## src/rtl/ibx_pkg.sv

```systemverilog
// Shared types for the instrument bus exerciser.
// Assumes: nothing beyond IEEE 1800-2017 synthesizable subset.
package ibx_pkg;

    // Strobe phase inside one bus step: address half, then data half.
    typedef enum logic {
        PH_ADDR = 1'b0,
        PH_DATA = 1'b1
    } ibx_phase_e;

endpackage

```

## src/rtl/ibx_phase_timer.sv

```systemverilog
// Counts PHASE_CLKS clocks per strobe phase and alternates address and
// data phases. Flags the last clock of each phase.
// Assumes: run is low while the generator is idle; the timer then
// restarts from the first clock of an address phase.
module ibx_phase_timer
    import ibx_pkg::*;
#(
    parameter int PHASE_CLKS = 2
) (
    input  logic clk,
    input  logic rst_n,
    input  logic run,
    output logic data_edge_o,
    output logic step_end_o
);
    localparam int CW = (PHASE_CLKS > 1) ? $clog2(PHASE_CLKS) : 1;
    localparam logic [CW-1:0] LAST_CNT = CW'(PHASE_CLKS - 1);

    logic [CW-1:0] cnt;
    ibx_phase_e    phase;
    logic          last;

    // Last clock of the current phase.
    always_comb last = (cnt == LAST_CNT);

    // Phase clock counter and phase flip.
    always_ff @(posedge clk) begin
        if (!rst_n || !run) begin
            cnt   <= '0;
            phase <= PH_ADDR;
        end else if (last) begin
            cnt   <= '0;
            phase <= (phase == PH_ADDR) ? PH_DATA : PH_ADDR;
        end else begin
            cnt <= cnt + 1'b1;
        end
    end

    // Boundary flags seen by the output stage.
    always_comb begin
        data_edge_o = run && last && (phase == PH_ADDR);
        step_end_o  = run && last && (phase == PH_DATA);
    end
endmodule

```

## src/rtl/ibx_step_seq.sv

```systemverilog
// Step index within a pattern period: 0 is the marker step, 1..2**BUS_W
// are the counting steps. Wraps back to 0 after the last counting step.
// Assumes: adv is a one-clock pulse at each step boundary.
module ibx_step_seq #(
    parameter int BUS_W = 8
) (
    input  logic           clk,
    input  logic           rst_n,
    input  logic           run,
    input  logic           adv,
    output logic [BUS_W:0] seq_o,
    output logic [BUS_W:0] seq_nxt_o
);
    localparam int SW = BUS_W + 1;
    localparam logic [SW-1:0] LAST_STEP = SW'(1) << BUS_W;

    // Next step index with wrap to the marker step.
    always_comb seq_nxt_o = (seq_o == LAST_STEP) ? '0 : seq_o + 1'b1;

    // Step index register.
    always_ff @(posedge clk) begin
        if (!rst_n || !run) seq_o <= '0;
        else if (adv)       seq_o <= seq_nxt_o;
    end
endmodule

```

## src/rtl/ibx_pattern_map.sv

```systemverilog
// Maps a step index to the bus values for that step: the marker step
// gives address zero, poll high and the upper-nibble data pulse; the
// counting steps give index minus one on both address and data.
// Assumes: BUS_W is even so the nibble split is exact.
module ibx_pattern_map #(
    parameter int BUS_W = 8
) (
    input  logic [BUS_W:0]   seq_i,
    output logic [BUS_W-1:0] addr_o,
    output logic [BUS_W-1:0] data_o,
    output logic             poll_o
);
    localparam int HALF = BUS_W / 2;
    localparam logic [BUS_W-1:0] MARK_DATA =
        {{(BUS_W - HALF){1'b1}}, {HALF{1'b0}}};

    logic [BUS_W-1:0] count_val;

    // Value for counting steps and for the marker step.
    always_comb begin
        count_val = seq_i[BUS_W-1:0] - 1'b1;
        poll_o    = (seq_i == '0);
        addr_o    = poll_o ? '0 : count_val;
        data_o    = poll_o ? MARK_DATA : count_val;
    end
endmodule

```

## src/rtl/ibx_exerciser.sv

```systemverilog
// Instrument bus exerciser top: registers the bus outputs, updating the
// address only as data-valid falls and the data only as it rises.
// Enable is honoured at step boundaries only.
// Assumes: en is synchronous to clk.
module ibx_exerciser #(
    parameter int BUS_W      = 8,
    parameter int PHASE_CLKS = 2
) (
    input  logic             clk,
    input  logic             rst_n,
    input  logic             en,
    output logic [BUS_W-1:0] bus_addr,
    output logic [BUS_W-1:0] bus_data,
    output logic             bus_dv,
    output logic             bus_poll
);
    localparam int SEQ_W = BUS_W + 1;

    logic             active;
    logic             data_edge;
    logic             step_end;
    logic [SEQ_W-1:0] seq;
    logic [SEQ_W-1:0] seq_nxt;
    logic [SEQ_W-1:0] map_in;
    logic [BUS_W-1:0] map_addr;
    logic [BUS_W-1:0] map_data;
    logic             map_poll;

    ibx_phase_timer #(.PHASE_CLKS(PHASE_CLKS)) u_timer (
        .clk         (clk),
        .rst_n       (rst_n),
        .run         (active),
        .data_edge_o (data_edge),
        .step_end_o  (step_end)
    );

    ibx_step_seq #(.BUS_W(BUS_W)) u_seq (
        .clk       (clk),
        .rst_n     (rst_n),
        .run       (active),
        .adv       (step_end),
        .seq_o     (seq),
        .seq_nxt_o (seq_nxt)
    );

    // Current step feeds the data update, the next step the address update.
    always_comb map_in = step_end ? seq_nxt : seq;

    ibx_pattern_map #(.BUS_W(BUS_W)) u_map (
        .seq_i  (map_in),
        .addr_o (map_addr),
        .data_o (map_data),
        .poll_o (map_poll)
    );

    // Output stage: start, data update, step boundary and stop.
    always_ff @(posedge clk) begin
        if (!rst_n) begin
            active   <= 1'b0;
            bus_addr <= '0;
            bus_data <= '0;
            bus_dv   <= 1'b0;
            bus_poll <= 1'b0;
        end else if (!active) begin
            if (en) begin
                active   <= 1'b1;
                bus_addr <= '0;
                bus_dv   <= 1'b0;
                bus_poll <= 1'b1;
            end
        end else if (data_edge) begin
            bus_dv   <= 1'b1;
            bus_data <= map_data;
        end else if (step_end) begin
            if (!en) begin
                active   <= 1'b0;
                bus_addr <= '0;
                bus_data <= '0;
                bus_dv   <= 1'b0;
                bus_poll <= 1'b0;
            end else begin
                bus_dv   <= 1'b0;
                bus_addr <= map_addr;
                bus_poll <= map_poll;
            end
        end
    end
endmodule

```

## config.mk

```make
export PLATFORM = sky130hd
export DESIGN_NAME = ibx_exerciser
export DESIGN_NICKNAME = d
export VERILOG_FILES = /design/src/rtl/ibx_pkg.sv /design/src/rtl/ibx_phase_timer.sv /design/src/rtl/ibx_step_seq.sv /design/src/rtl/ibx_pattern_map.sv /design/src/rtl/ibx_exerciser.sv
export SDC_FILE = /design/constraint.sdc
export NUM_CORES = 1
export LEC_CHECK = 0
export ABC_AREA = 0
export BUFFER_PORTS_ARGS = -buffer_cell sky130_fd_sc_hd__clkbuf_2
export CAP_MARGIN = 20
export CORE_UTILIZATION = 50
export CTS_BUF_LIST = sky130_fd_sc_hd__clkbuf_4
export CTS_CLUSTER_SIZE = 25
export DETAILED_ROUTE_END_ITERATION = 6
export HOLD_SLACK_MARGIN = 0.15
export MAX_ROUTING_LAYER = met4
export PLACE_DENSITY_LB_ADDON = 0.25
export SLEW_MARGIN = 0
export SYNTH_ARGS = -nofsm -noshare
export SYNTH_HDL_FRONTEND = slang
export SYNTH_SLANG_ARGS = --single-unit
```

## constraint.sdc

```tcl
create_clock -name clk -period 2.45 [get_ports clk]
set_clock_uncertainty 0.05 [all_clocks]
set_input_delay 0.245 -clock clk [delete_from_list [all_inputs] [get_ports clk]]
set_output_delay 0.245 -clock clk [all_outputs]
set_load 0.005 [all_outputs]
```

==> results of run 1 <==
## registers in the layout, summed over array words and instances (netlist names)
signal         flops
bus_poll           1
bus_addr           8
u_timer.cnt        1
u_seq.seq_o        9
bus_data           8
bus_dv             1
active             1
u_timer.phase      1
## worst reg2reg max path: stages (launching register included)
cell	delay (ns)
dfxtp_2	0.33
inv_2	0.06
ha_2	0.17
nor2b_4	0.16
nand3_2	0.09
and3_4	0.17
a21oi_4	0.16
ha_2	0.19
inv_1	0.05
a221oi_2	0.25
o2111ai_4	0.20
o211a_1	0.27
nor3_2	0.16
## cell type report
class | count | area share, %
tap | 44 | 2.77
clock buffer | 5 | 1.89
timing repair buffer | 40 | 12.8
sequential | 30 | 30.2
multi-input combinational | 132 | 48.8
inverter | 8 | 1.51
clock inverter | 3 | 2.01
## routing by layer
layer / GRT usage, % / vias up / wire (microns)
met5: - / - / 0
met4: 11.6 / 0 / 88
met3: 5.93 / 14 / 210
met2: 37.3 / 60 / 1930
met1: 27.9 / 703 / 1640
li1: - / 727 / -
## power by group
part / switching (uW) / leakage (uW) / internal [uW]
Combinational: 31.2 / 0.000549 / 16.5
Clock: 174 / 0.0000450 / 211
Sequential: 3.70 / 0.000243 / 494
Total: 209 / 0.000837 / 721
## timing repair
item | 4_1_cts | 5_1_grt
setup endpoints to repair | 10 | 14
hold buffers | 0 | 0
buffers inserted | 2 | 2
gates resized for setup | 1 | 14
pin swaps | 0 | 3
## how the worst max path moves through the flow
stage / start / to / depth (start not counted)
final: u_seq.seq_o[0]$_SDFF_PP0_ / bus_poll$_SDFFE_PN0P_ / 12
after global routing: u_seq.seq_o[0]$_SDFF_PP0_ / bus_data[4]$_SDFFE_PN0P_ / 13
after CTS: u_seq.seq_o[0]$_SDFF_PP0_ / bus_data[6]$_SDFFE_PN0P_ / 12
after detailed placement: u_seq.seq_o[0]$_SDFF_PP0_ / bus_data[6]$_SDFFE_PN0P_ / 12
after global placement: u_seq.seq_o[1]$_SDFF_PP0_ / bus_addr[0]$_SDFFE_PN0P_ / 12
after floorplan: u_seq.seq_o[0]$_SDFF_PP0_ / bus_addr[4]$_SDFFE_PN0P_ / 11
## Yosys cell counts, types with 3 or more instances
cell type   n  area [sq um]
dfxtp_1    30           601
o21ai_0     7          35.0
nand2_1    19          71.3
buf_4       4          30.0
ha_1        4          50.1
a311oi_1    4          35.0
nor3_1      3          15.0
and3_1      4          25.0
nand4_1     4          25.0
inv_1       7          26.3
a31oi_1     3          18.8
nor2_1     17          63.8
o31ai_1     3          22.5
xor2_1      4          35.0
xnor2_1     8          70.1
a21oi_1     9          45.0
nand3_1     8          40.0
## logic make-up after synthesis
group / after synthesis / share of synthesized area (%)
flops: 30 / 37.3
simple gates: 73 / 26.3
buf+inv: 19 / 6.45
compound gates: 41 / 19.1
mux: 2 / 1.24
fa+ha+maj: 4 / 3.11
xor+xnor: 12 / 6.53
## metrics by stage
stage	utilization (%)	cells	hold WS [ns]
2_1_floorplan	-	181	0.312
3_3_place_gp	59.9	250	0.387
3_5_place_dp	59.9	250	0.397
4_1_cts	63.0	260	0.162
5_1_grt	65.2	262	0.186
6_report	65.2	262	0.177
==> impl_metrics.csv, run 1 <==
group,metric,value,unit
pwr,finalPower,930,uW
yosys,yosysUniqueCellTypes,51,
route,wirelength,3.86,mm
grt,grt.overflow.total,0,
clocking,clockRootBuffer,"clkbuf_4",
floorplan,start_util,52.7,%
yosys,syn-instance-count,181,
yosys,synth_flop_cell,"dfxtp_1",
route,wl_per_cell,14.7,microns
setup_path,crit_fanout,4,
pwr,powerDensity,467,mW/mm^2
grt,grt_pass1_wl,5.78,mm
route,via_per_inst,5.74,
finish,drive_above_1_share,34.9,%
clocking,cts.sinks,30,
sta,hold_violations,0,
sta,setup_ws,0.0788,ns
setup_path,path_class,"register to register",
yosys,synth.avg_cell_area,8.89,sq um
setup_path,cp.required,2.66,ns
sta,slew_headroom,67.4,%
outcome,status,"finished clean",
clocking,htreeDepth,2,
clocking,clk_latency,0.33,ns
floorplan,die_area,0.00345,sq mm
yosys,syn_nets,188,
route,dr.pass1.iters,5,
clocking,cts_tree,"done",
yosys,synthArstFlopShare,0,%
place,port_buffers,20,
hold_path,hold_path_depth,3,
clocking,numCtsBuffers,5,
hold_path,worstHoldStart,"en",
floorplan,dieWidth,58.7,microns
setup_path,r2r_cells,12,
hold_path,holdPathEnd,"active$_SDFF_PN0_",
finish,num_antenna_cells,0,
sta,layout_min_cycle_time,2.37,ns
floorplan,core_area,0.00305,sq mm
setup_path,cpMostUsedCell,"ha_2",
pwr,ir_worst_vdd,0.000431,V
route,antenna_left,0,
setup_path,reg2reg_from,"u_seq.seq_o[0]$_SDFF_PP0_",
yosys,synth-edff-count,0,
yosys,ys_seq_area_share,37.3,%
finish,final_common_cell,"dfxtp_1",
yosys,synth-warning-count,0,
floorplan,row_count,20,
sta,tightest_slew,0.485,ns
sta,fin_tns_setup,0,ns
setup_path,r2r_slack,0.08,ns
place,dp.final_hpwl,2.82,mm
sta,clock.fmax,422,MHz
route,num_vias,1504,
grt,grt_max_degree,14,
finish,syn2layout_area_growth,23.7,%
finish,regArea,602,sq um
setup_path,crit_path_cell_trace,"inv_2 -> ha_2 -> nor2b_4 -> nand3_2 -> and3_4 -> a21oi_4 -> ha_2 -> inv_1 -> a221oi_2 -> o2111ai_4 -> o211a_1 -> nor3_2",
route,route.detailed.drc,0,
hold_path,min_path_type,"primary input to register",
grt,grt_pass1_vias,1302,
setup_path,r2r-end,"bus_poll$_SDFFE_PN0P_",
place,dpl_worst_slack,-0.0402,ns
setup_path,end_kind,"register",
setup_path,max_stage_delay,0.33,ns
yosys,ys_seq_elements,30,
finish,fin_area,0.00199,sq mm
flow_run,drv_cap,0,
place,gp_congestion,0.959,
pwr,power.leakage,0.000837,uW
sta,finalMaxSlewViolations,0,
floorplan,fp.dieH,58.7,microns
yosys,syn-cell-area,0.00161,sq mm
grt,antenna_found_initial,0,
finish,nets,224,
finish,final_cell_mix,"dfxtp_1, clkbuf_2, buf_4, nand2_1, nor2_1",
clocking,clkTransAtPathRegs,0.09,ns
finish,multiInputGateArea,972,sq um
grt,grtUsageTotal,23.6,%
clocking,cts_max_path_buffers,2,
setup_path,startpoint_type,"register",
setup_path,cp_data_arrival_time,2.58,ns
setup_path,path_delay_family,"compound AO/OA/AOI/OAI gates",
place,dpl-instance-area,0.00183,sq mm
setup_path,cpMaxStageDelayCell,"dfxtp_2",
setup_path,timing.critical_path.buf_inv,2,
sta,setup_viol,0,
finish,fillers,276,
route,drt_iter0_drc,86,
sta,finalCritPeriodShare,96.8,%
floorplan,ioPinCount,21,
(Power assumes the default switching activity.)
==> inputs of run 2 (changes only) <==
--- a/config.mk
+++ b/config.mk
@@ -18,4 +18,5 @@
 export SLEW_MARGIN = 0
 export SYNTH_ARGS = -nofsm -noshare
 export SYNTH_HDL_FRONTEND = slang
+export SYNTH_HIERARCHICAL = 1
 export SYNTH_SLANG_ARGS = --single-unit
==> run 2 against run 1 <==
  * The flow now finishes with violations (setup timing)
  * Cell count up 9.5%
  * Sequential power about the same
  * Combinational power down 20%
  * Largest power group is now clock
==> impl_metrics.csv, run 2 <==
group,metric,value,unit
outcome,status,"finished, violations left",
outcome,violations,"setup timing",
grt,grt_pass1_vias,1466,
finish,final_cell_mix,"buf_4, dfxtp_1, clkbuf_2, nor2_1, nand2_1",
pwr,ir_worst_vdd,0.000577,V
clocking,numCtsBuffers,5,
clocking,cts_tree,"done",
finish,fillers,283,
pwr,powerDensity,442,mW/mm^2
sta,hold_violations,0,
setup_path,r2r-end,"bus_data[5]$_SDFFE_PN0P_",
setup_path,r2r_slack,-0.002,ns
finish,syn2layout_area_growth,32.5,%
finish,nets,246,
sta,layout_min_cycle_time,2.45,ns
sta,rsz0062_at_grt,"true",
place,dpl-instance-area,0.00208,sq mm
floorplan,ioPinCount,21,
setup_path,crit_path_cell_trace,"inv_2 -> ha_4 -> nor4b_4 -> and2_4 -> nor2_1 -> mux2_4 -> inv_2 -> ha_4 -> nand2b_4 -> or4_4 -> a211oi_2 -> a32o_1",
route,dr.pass1.iters,4,
finish,regMostFlops,"u_seq/seq_o",
grt,grt.overflow.total,0,
floorplan,dieWidth,61.4,microns
route,antenna_left,0,
sta,finalCritPeriodShare,100,%
hold_path,worstHoldStart,"rst_n",
yosys,syn-instance-count,194,
sta,setup_viol,1,
clocking,clk_latency,0.34,ns
sta,setup_ws,-0.00165,ns
route,num_vias,1615,
setup_path,path_class,"register to register",
floorplan,row_count,21,
yosys,synth.avg_cell_area,9.08,sq um
floorplan,die_area,0.00377,sq mm
clocking,cts_max_path_buffers,2,
hold_path,holdPathEnd,"active$_SDFF_PN0_",
grt,grt_max_degree,20,
setup_path,r2r_cells,12,
yosys,syn-cell-area,0.00176,sq mm
place,dpl_worst_slack,-0.110,ns
sta,clock.fmax,408,MHz
setup_path,path_delay_family,"simple AND/OR/NAND/NOR gates",
yosys,syn_nets,200,
clocking,clkTransAtPathRegs,0.10,ns
setup_path,cp_data_arrival_time,2.69,ns
floorplan,fp.dieH,61.4,microns
setup_path,timing.critical_path.buf_inv,2,
flow_run,drv_cap,0,
setup_path,crit_fanout,4,
yosys,synth_commonest_cells,"dfxtp_1, nor2_1, nand2_1, a21oi_1",
floorplan,core_area,0.00336,sq mm
clocking,clockRootBuffer,"clkbuf_4",
setup_path,cpMaxStageDelayCell,"or4_4",
clocking,cts.sinks,30,
yosys,synthArstFlopShare,0,%
route,wl_per_cell,15.0,microns
yosys,synth_top_area_share,34.1,%
yosys,ys_seq_elements,30,
clocking,htreeDepth,2,
grt,grtUsageTotal,25.8,%
yosys,synth_top_cell_by_area,"dfxtp_1",
grt,antenna_found_initial,0,
hold_path,hold_path_depth,2,
setup_path,end_kind,"register",
route,route.detailed.drc,0,
setup_path,reg2reg_from,"u_seq/seq_o[0]$_SDFFE_PP0P_",
finish,largest_reg_flops,9,
yosys,yosysUniqueCellTypes,55,
yosys,synth-edff-count,0,
pwr,power.leakage,0.000986,uW
finish,fin_util,69.4,%
sta,fin_hold_ws,0.300,ns
floorplan,start_util,52.4,%
grt,grt_pass1_wl,6.78,mm
finish,drive_above_1_share,44.8,%
finish,fin_area,0.00233,sq mm
finish,final_common_cell,"buf_4",
yosys,ys_seq_area_share,34.1,%
place,dp.final_hpwl,3.04,mm
route,wirelength,4.31,mm
yosys,synth-warning-count,6,
yosys,synth.most_common_cell,"dfxtp_1",
yosys,synth_area_leaders,"dfxtp_1, a32o_1, mux2_2",
yosys,synth_flop_cell,"dfxtp_1",
route,via_per_inst,5.63,
finish,top_regs,"u_seq/seq_o x9, bus_addr x8, bus_data x8",
setup_path,cp.required,2.69,ns
sta,finalMaxSlewViolations,0,
sta,tightest_slew,0.349,ns
place,port_buffers,20,
route,drt_iter0_drc,70,
finish,num_antenna_cells,0,
hold_path,min_path_type,"primary input to register",
setup_path,startpoint_type,"register",
sta,slew_headroom,76.7,%
place,gp_congestion,0.974,
setup_path,max_stage_delay,0.44,ns
## run 2: cell count changes after synthesis, sizes merged, moves of 6 or more
cell   change
mux2      +11
nand3      -6
a22o       +6
a32o       +8
nand2      -6
## run 2: metrics by stage
step	power [uW]	setup TNS, ns	std cells
final	1030	-0.00165	287
after global routing	1060	-0.464	287
after CTS	1040	0	284
after detailed placement	543	-0.410	271
after global placement	541	0	271
after floorplan	528	0	194
## run 2: cells by family (layout without fill, tap and decap cells)
group,count (synthesis),count (layout),share of synthesized area [%]
AO/OA/AOI/OAI,46,46,19.8
AND/OR/NAND/NOR,72,72,25.1
multiplexers,11,11,7.03
buffers and inverters,21,68,6.39
adder cells (fa/ha/maj),3,3,2.13
XOR/XNOR,11,11,5.47
flip-flops,30,30,34.1
## run 2: area by class of cell
type                    count  area, sq um  area share, %
well taps                  46         57.6           2.47
flip-flops and latches     30          606           25.9
clock inverters             3         63.8           2.73
repair buffers             53          354           15.2
multi-input cells         143         1190           50.9
inverters                   7         28.8           1.23
clock buffers               5         37.5           1.61
## run 2: report_power, final
group / switching (uW) / internal (uW) / total (uW) / leakage (uW)
logic: 22.7 / 15.3 / 38.0 / 0.000689
registers: 2.74 / 493 / 495 / 0.000244
clock network: 185 / 314 / 499 / 0.0000528
total: 211 / 822 / 1030 / 0.000986
## run 2: repair_timing
item / 4_1_cts / 5_1_grt
hold buffers: 1 / 0
endpoints found under the setup margin: 12 / 14
gates cloned: 0 / 0
hold endpoints to repair: 2 / 0
pin swaps: 3 / 6
buffers inserted: 4 / 3
resized for setup: 9 / 18
## run 2: worst max-delay path by stage
stage	from	to	cells past startpoint
after floorplan	u_seq/seq_o[5]$_SDFFE_PP0P_	bus_addr[6]$_SDFFE_PN0P_	10
after global placement	u_seq/seq_o[0]$_SDFFE_PP0P_	bus_addr[4]$_SDFFE_PN0P_	12
after detailed placement	u_seq/seq_o[1]$_SDFFE_PP0P_	bus_poll$_SDFFE_PN0P_	13
after CTS	u_seq/seq_o[2]$_SDFFE_PP0P_	bus_addr[6]$_SDFFE_PN0P_	8
after global routing	u_seq/seq_o[0]$_SDFFE_PP0P_	bus_poll$_SDFFE_PN0P_	13
final	u_seq/seq_o[0]$_SDFFE_PP0P_	bus_data[5]$_SDFFE_PN0P_	12
## run 2: per-layer routing
layer / vias to the layer above / GRT usage, % / wire length [microns]
met5: - / - / 0
met4: 0 / 14.6 / 84
met3: 6 / 7.35 / 153
met2: 39 / 37.6 / 2080
met1: 762 / 31.9 / 1990
li1: 808 / - / -
